===== config.mk =====
export PLATFORM = sky130hd
export DESIGN_NAME = pwm_reload_ctrl
export DESIGN_NICKNAME = d
export VERILOG_FILES = /design/src/rtl/pwm_reload_pkg.sv /design/src/rtl/reload_opp_counter.sv /design/src/rtl/reload_buffer_reg.sv /design/src/rtl/pwm_reload_ctrl.sv
export SDC_FILE = /design/constraint.sdc
export NUM_CORES = 1
export LEC_CHECK = 0
export BUFFER_PORTS_ARGS = -buffer_cell sky130_fd_sc_hd__buf_2
export CORE_UTILIZATION = 50
export DETAILED_ROUTE_END_ITERATION = 8
export PLACE_DENSITY = 0.76
export SLEW_MARGIN = 15
export SYNTH_ARGS = -nofsm -noshare
export SYNTH_HDL_FRONTEND = slang
export SYNTH_HIERARCHICAL = 1
export SYNTH_SLANG_ARGS = --single-unit

===== constraint.sdc =====
create_clock -name clk -period 2.78 [get_ports clk]
set_input_delay 0.556 -clock clk [delete_from_list [all_inputs] [get_ports clk]]
set_output_delay 0.556 -clock clk [all_outputs]
set_load 0.05 [all_outputs]

===== src/rtl/pwm_reload_pkg.sv =====
package pwm_reload_pkg;
    localparam int unsigned DEF_DATA_W = 16;
    localparam int unsigned DEF_FREQ_W = 4;

    typedef struct packed {
        logic ldok;
        logic load;
    } ctrl_state_t;
endpackage


===== src/rtl/reload_opp_counter.sv =====
module reload_opp_counter #(
    parameter int unsigned FREQ_W = 4
) (
    input  logic              clk,
    input  logic              rst_n,
    input  logic              full_cmp_i,
    input  logic              half_cmp_i,
    input  logic              full_en_i,
    input  logic              half_en_i,
    input  logic [FREQ_W-1:0] freq_i,
    output logic              local_reload_o,
    output logic              opp_pulse_o
);
    typedef struct packed {
        logic [FREQ_W-1:0] cnt;
        logic              opp;
    } cnt_state_t;

    cnt_state_t st_d, st_q;
    logic       opportunity;
    logic       wrap;

    always_comb begin
        opportunity = (full_cmp_i && full_en_i) || (half_cmp_i && half_en_i);
        wrap        = opportunity && (st_q.cnt >= freq_i);
        st_d        = st_q;
        st_d.opp    = wrap;
        if (wrap) begin
            st_d.cnt = '0;
        end else if (opportunity) begin
            st_d.cnt = st_q.cnt + 1'b1;
        end
    end

    always_ff @(posedge clk or negedge rst_n) begin
        if (!rst_n) begin
            st_q <= '0;
        end else begin
            st_q <= st_d;
        end
    end

    assign local_reload_o = wrap;
    assign opp_pulse_o    = st_q.opp;

    assert_cnt_restarts_R10: assert property (@(posedge clk) disable iff (!rst_n)
        st_q.opp |-> (st_q.cnt == '0));

    assert_no_opp_when_disabled_R9: assert property (@(posedge clk) disable iff (!rst_n)
        (!full_en_i && !half_en_i) |=> !st_q.opp);
endmodule


===== src/rtl/reload_buffer_reg.sv =====
module reload_buffer_reg #(
    parameter int unsigned DATA_W = 16
) (
    input  logic              clk,
    input  logic              rst_n,
    input  logic              wr_en_i,
    input  logic [DATA_W-1:0] wr_data_i,
    input  logic              load_en_i,
    output logic [DATA_W-1:0] outer_o,
    output logic [DATA_W-1:0] active_o
);
    typedef struct packed {
        logic [DATA_W-1:0] outer;
        logic [DATA_W-1:0] active;
    } buf_state_t;

    buf_state_t st_d, st_q;

    always_comb begin
        st_d = st_q;
        if (wr_en_i) begin
            st_d.outer = wr_data_i;
        end
        if (load_en_i) begin
            st_d.active = st_q.outer;
        end
    end

    always_ff @(posedge clk or negedge rst_n) begin
        if (!rst_n) begin
            st_q <= '0;
        end else begin
            st_q <= st_d;
        end
    end

    assign outer_o  = st_q.outer;
    assign active_o = st_q.active;
endmodule


===== src/rtl/pwm_reload_ctrl.sv =====
module pwm_reload_ctrl
    import pwm_reload_pkg::*;
#(
    parameter int unsigned DATA_W = DEF_DATA_W,
    parameter int unsigned FREQ_W = DEF_FREQ_W
) (
    input  logic              clk,
    input  logic              rst_n,
    input  logic              full_cmp_i,
    input  logic              half_cmp_i,
    input  logic              full_en_i,
    input  logic              half_en_i,
    input  logic [FREQ_W-1:0] reload_freq_i,
    input  logic              imm_load_i,
    input  logic              use_master_i,
    input  logic              master_reload_i,
    input  logic              ldok_set_i,
    input  logic              outer_wr_i,
    input  logic [DATA_W-1:0] outer_data_i,
    output logic              load_strobe_o,
    output logic              reload_opp_o,
    output logic              master_reload_o,
    output logic              ldok_o,
    output logic [DATA_W-1:0] active_o
);
    ctrl_state_t       st_d, st_q;
    logic              local_reload;
    logic              opp_pulse;
    logic              sel_reload;
    logic              do_load;
    logic [DATA_W-1:0] outer_val;

    reload_opp_counter #(.FREQ_W(FREQ_W)) u_cnt (
        .clk            (clk),
        .rst_n          (rst_n),
        .full_cmp_i     (full_cmp_i),
        .half_cmp_i     (half_cmp_i),
        .full_en_i      (full_en_i),
        .half_en_i      (half_en_i),
        .freq_i         (reload_freq_i),
        .local_reload_o (local_reload),
        .opp_pulse_o    (opp_pulse)
    );

    always_comb begin
        sel_reload = use_master_i ? master_reload_i : local_reload;
        do_load    = st_q.ldok && (sel_reload || imm_load_i);
        st_d       = st_q;
        st_d.load  = do_load;
        if (do_load) begin
            st_d.ldok = 1'b0;
        end else if (ldok_set_i) begin
            st_d.ldok = 1'b1;
        end
    end

    always_ff @(posedge clk or negedge rst_n) begin
        if (!rst_n) begin
            st_q <= '0;
        end else begin
            st_q <= st_d;
        end
    end

    reload_buffer_reg #(.DATA_W(DATA_W)) u_buf (
        .clk       (clk),
        .rst_n     (rst_n),
        .wr_en_i   (outer_wr_i),
        .wr_data_i (outer_data_i),
        .load_en_i (do_load),
        .outer_o   (outer_val),
        .active_o  (active_o)
    );

    assign load_strobe_o   = st_q.load;
    assign ldok_o          = st_q.ldok;
    assign reload_opp_o    = opp_pulse;
    assign master_reload_o = opp_pulse;

    assert_load_needs_ldok_R4: assert property (@(posedge clk) disable iff (!rst_n)
        load_strobe_o |-> $past(ldok_o));

    assert_ldok_clears_R5: assert property (@(posedge clk) disable iff (!rst_n)
        load_strobe_o |-> !ldok_o);

    assert_active_takes_outer_R5: assert property (@(posedge clk) disable iff (!rst_n)
        load_strobe_o |-> (active_o == $past(outer_val)));

    assert_active_holds_R4: assert property (@(posedge clk) disable iff (!rst_n)
        !load_strobe_o |-> $stable(active_o));
endmodule


Word-level counts from Yosys, hierarchy flattened
Cells that the tools add are included.
{"block": "classes", "n_lt_le_gt_ge": 1, "add_sub_neg": 1, "n_mux": 5, "reduce_logical": 8}
{"cell": "4-bit 2-to-1 mux", "n": 2}
{"cell": "4-bit by 1-bit adder with 4-bit output (second input constant)", "n": 1}
{"cell": "4-bit greater-or-equal comparator", "n": 1}
{"cell": "1-bit logical AND", "n": 4}
{"cell": "2-bit nonzero test", "n": 2}
{"cell": "1-bit 2-to-1 mux", "n": 3}
{"cell": "1-bit logical OR", "n": 2}
{"block": "word_totals", "ff_bits": 39, "output_inout_bits": 20}

Logic depth before layout (Yosys ltp)
{"block": "logic_depth", "ltp_word": 7, "ltp_mapped": 10, "depth_no_buf": 8}

Hierarchy
The synthesis kept the hierarchy.
{"module": "reload_buffer_reg", "instances": 1, "cells_per_inst": 68, "area_each_um2": 1298.7}
{"module": "reload_opp_counter", "instances": 1, "cells_per_inst": 36, "area_each_um2": 340.3}
{"module": "pwm_reload_ctrl", "instances": 1, "cells_per_inst": 8, "area_each_um2": 96.3}

Least setup slack after synthesis
Ideal clock, no wire load.
{"block": "synth_timing", "path_type": "input to register", "startpoint": "input reload_freq_i[0]", "endpoint": "register u_buf.st_q (netlist bit u_buf/active_o[10])", "arrival_time_ns": 2.275, "cell_stages": 9, "setup_slack_ns": 0.380, "path_buffers": 2, "setup_time_ns": 0.125, "cell_sequence": "ha_1 > nor3b_1 > o21a_1 > nor2_1 > mux2_4 > o21a_1 > buf_6 > buf_12 > mux2_4"}
{"block": "synth_via", "elab_chain_len": 5}
{"item": "start: declaration", "line_no": "pwm_reload_ctrl.sv:13", "rtl": "input logic [FREQ_W-1:0] reload_freq_i,"}
{"item": "4-bit greater-or-equal comparator", "line_no": "reload_opp_counter.sv:25", "rtl": "wrap = opportunity && (st_q.cnt >= freq_i);"}
{"item": "1-bit logical AND", "line_no": "reload_opp_counter.sv:25"}
{"item": "via local_reload", "line_no": "pwm_reload_ctrl.sv:27", "rtl": "logic local_reload;"}
{"item": "1-bit 2-to-1 mux", "line_no": "pwm_reload_ctrl.sv:46", "rtl": "sel_reload = use_master_i ? master_reload_i : local_reload;"}
{"item": "1-bit logical OR", "line_no": "pwm_reload_ctrl.sv:47", "rtl": "do_load = st_q.ldok && (sel_reload || imm_load_i);"}
{"item": "1-bit logical AND", "line_no": "pwm_reload_ctrl.sv:47"}
{"item": "via do_load", "line_no": "pwm_reload_ctrl.sv:30", "rtl": "logic do_load;"}
{"item": "end signal: assignment", "line_no": "reload_buffer_reg.sv:33", "rtl": "st_q <= st_d;"}
{"item": "end: declaration", "line_no": "reload_buffer_reg.sv:17", "rtl": "buf_state_t st_d, st_q;"}
The timed path passes the listed nets, and every way through them passes these cells.
A chain may end at the register's enable or synchronous reset.

Final worst setup path
{"block": "layout_timing", "startpoint": "register u_cnt/st_q[1] (netlist bit)", "endpoint": "register u_buf.st_q (netlist bit u_buf/active_o[7])"}
{"block": "layout_via", "elab_chain_len": 5}
{"item": "start: declaration", "line_no": "reload_opp_counter.sv:19", "rtl": "cnt_state_t st_d, st_q;"}
{"item": "start signal: assignment", "line_no": "reload_opp_counter.sv:39", "rtl": "st_q <= st_d;"}
{"item": "4-bit greater-or-equal comparator", "line_no": "reload_opp_counter.sv:25"}
{"item": "1-bit logical AND", "line_no": "reload_opp_counter.sv:25"}
{"item": "via local_reload", "line_no": "pwm_reload_ctrl.sv:27"}
{"item": "1-bit 2-to-1 mux", "line_no": "pwm_reload_ctrl.sv:46"}
{"item": "1-bit logical OR", "line_no": "pwm_reload_ctrl.sv:47"}
{"item": "1-bit logical AND", "line_no": "pwm_reload_ctrl.sv:47"}
{"item": "via do_load", "line_no": "pwm_reload_ctrl.sv:30"}
The timed path passes the listed nets, and every way through them passes these cells.

==> reports/metrics.cfg <==
[logic_synthesis]
synth-seq-cells = 39
synth.avg_cell_area_um2 = 15.49
ys_seq_area_share_pct = 56.24
ys_warn_count = 6
syn-instance-count = 112
syn_area_mm2 = 0.001735
synth_nets = 148
synth_cell_type_count = 23

[worst_setup_path]
worstPathRequired_ps = 3010
cp.buffers_inverters = 2
crit_family = multiplexers
critPathMaxStageDelay_ps = 420
worstPathCellList = inv_1, ha_1, nor3b_1, o21a_1, nor2_1, mux2_4, o21a_1, buf_4, mux2_4
crit_path_top_delay_cell = dfrtp_1
crit_type = reg -> reg
end_kind = flip-flop
cp.arrival_ps = 2590
worstPathMaxFanout = 17
startpoint_type = flip-flop

[sta]
rsz0062_at_grt = no
whs_ps = 297.3
worst_slew_pin_slew_ps = 815.1
tns_ps = 0
post-route-period-util_pct = 84.91
setup_viol = 0
postLayoutSetupSlackWorst_ps = 419.4
hold_violations = 0
slew_violations = 0
fmax_ghz = 0.4236
relSlewSlack_pct = 45.66
skew_ps = 8.740
fin_crit_ps = 2361

[power]
leakage_nw = 1.048
p_total_mw = 2.021
max-vdd-ir-drop_mv = 0.4620
power_density_mw_per_mm2 = 992.1

[routing]
final_antenna_net_count = 0
drt_iter0_drc = 42
drt-pass1-iter-count = 4
vias_per_cell = 4.867
wire_per_inst_um = 13.72
vias = 1027
drcViolationCount = 0
wl_um = 2895

[flow_run]
maxCapViolCount = 0

[floorplan]
start_util_pct = 52.01
num_io_pins = 51
dieArea_mm2 = 0.003711
die_h_um = 60.92
die_x_um = 60.92
design.core.area_mm2 = 0.003337
rows = 21

[layout]
final_util_pct = 61.04
nFillCells = 298
drive_above_1_share_pct = 56.36
nets = 201
antenna_cells = 0
area_delta_synth_final_pct = 17.38
final_cells = 211
final_cell_area_mm2 = 0.002037

[place]
gp_congestion = 0.7221
placed_cell_area_mm2 = 0.001981
port_buffers = 50
hpwlAfterDp_um = 2062
dpl_worst_slack_ps = 183.9
dp_cells = 204

[cts]
clock-root-buffer = clkbuf_4
hold_buffers = 0
cts_tree = built
cts_buffers = 5
post_cts_buffers = 0
cts_resized = 0
clockBufferDepth = 2
cts.reportedPaths.clkPinSlew_ps = 110
clkSinkCount = 39
clock_latency_ps = 340
htreeDepth = 2

[global_routing]
overflow = 0
antenna_found_initial = 0
grt_pass1_wl_um = 4560
track_usage_pct = 17.50
grt_pass1_vias = 1054
grt_max_degree = 40

[hold_path]
hold_class = in -> async

[run_status]
status = completed

## logic make-up (layout without fill, tap and decap cells)
kind of cell	after synthesis	after routing	share of synthesized area, %
AO/OA/AOI/OAI	10	10	4.686
buffers and inverters	10	63	5.119
multiplexers	33	33	25.96
flip-flops	39	39	56.24
adder cells (fa/ha/maj)	5	5	3.605
AND/OR/NAND/NOR	15	15	4.398
## power by group
part / switching, mW / internal [mW] / leakage, nW
registers: 0.106 / 0.725 / 0.462
logic: 0.591 / 0.312 / 0.551
clock network: 0.170 / 0.117 / 0.0341
## sequential cells by signal, summed over array words and instances (netlist names)
signal	cells
u_buf/active_o	16
u_buf/outer_o	16
u_cnt/st_q	4
ldok_o	1
load_strobe_o	1
u_cnt/opp_pulse_o	1
## Yosys cell counts (all sizes together)
cell type / count / area share (%)
o21ai: 2 / 0.58
nand3: 1 / 0.29
inv: 5 / 1.1
o21a: 2 / 0.86
ha: 5 / 3.6
nand2b: 1 / 0.36
nor2: 2 / 0.43
o22ai: 1 / 0.36
a22oi: 1 / 1.2
a21oi: 1 / 0.29
mux2: 33 / 26
nor2b: 1 / 0.36
o211ai: 1 / 0.43
a21o: 1 / 0.43
a22o: 1 / 0.50
buf: 5 / 4.0
dfrtp: 39 / 56
nor3: 1 / 0.58
nand2: 7 / 1.5
nor3b: 2 / 0.86
## placed cells by master (no fill, tap or decap), drive strengths merged, types with 2 or more instances in the layout
cell type and instances:
clkbuf 6, o21ai 2, nand2 7, nor3b 2, buf 51, dfrtp 39, o21a 2, mux2 33
inv 5, nor2 2, ha 5
## worst paths after layout
check                            startpoint           endpoint  slack [ps]  depth (start not counted)
max reg2reg                   u_cnt/st_q[1]  u_buf/active_o[7]         420                          9
min                                   rst_n  u_buf/outer_o[10]         300                          1
max                           u_cnt/st_q[1]  u_buf/active_o[7]         420                          9
min in group clk            outer_data_i[8]   u_buf/outer_o[8]         440                          2
min reg2reg                u_buf/outer_o[0]  u_buf/active_o[0]         510                          1
max in group asynchronous             rst_n             ldok_o        1970                          1
## routing by layer
| metal | global-route usage, % | share of wire [%] |
|---|---|---|
| met5 | 0 | 0 |
| met4 | 5.844 | 0.66 |
| met3 | 8.529 | 7.3 |
| met2 | 26.37 | 47 |
| met1 | 22.15 | 45 |
## area by class of cell
type | count | area, um2 | share of cell area [%]
clock buffer | 6 | 51.30 | 2.518
inverter | 5 | 18.77 | 0.9214
sequential | 39 | 975.9 | 47.91
tap | 46 | 57.56 | 2.826
timing repair buffer | 51 | 257.7 | 12.65
clock inverter | 1 | 5.005 | 0.2457
multi-input combinational | 63 | 670.6 | 32.92
Power figures use the tool's default switching activity.
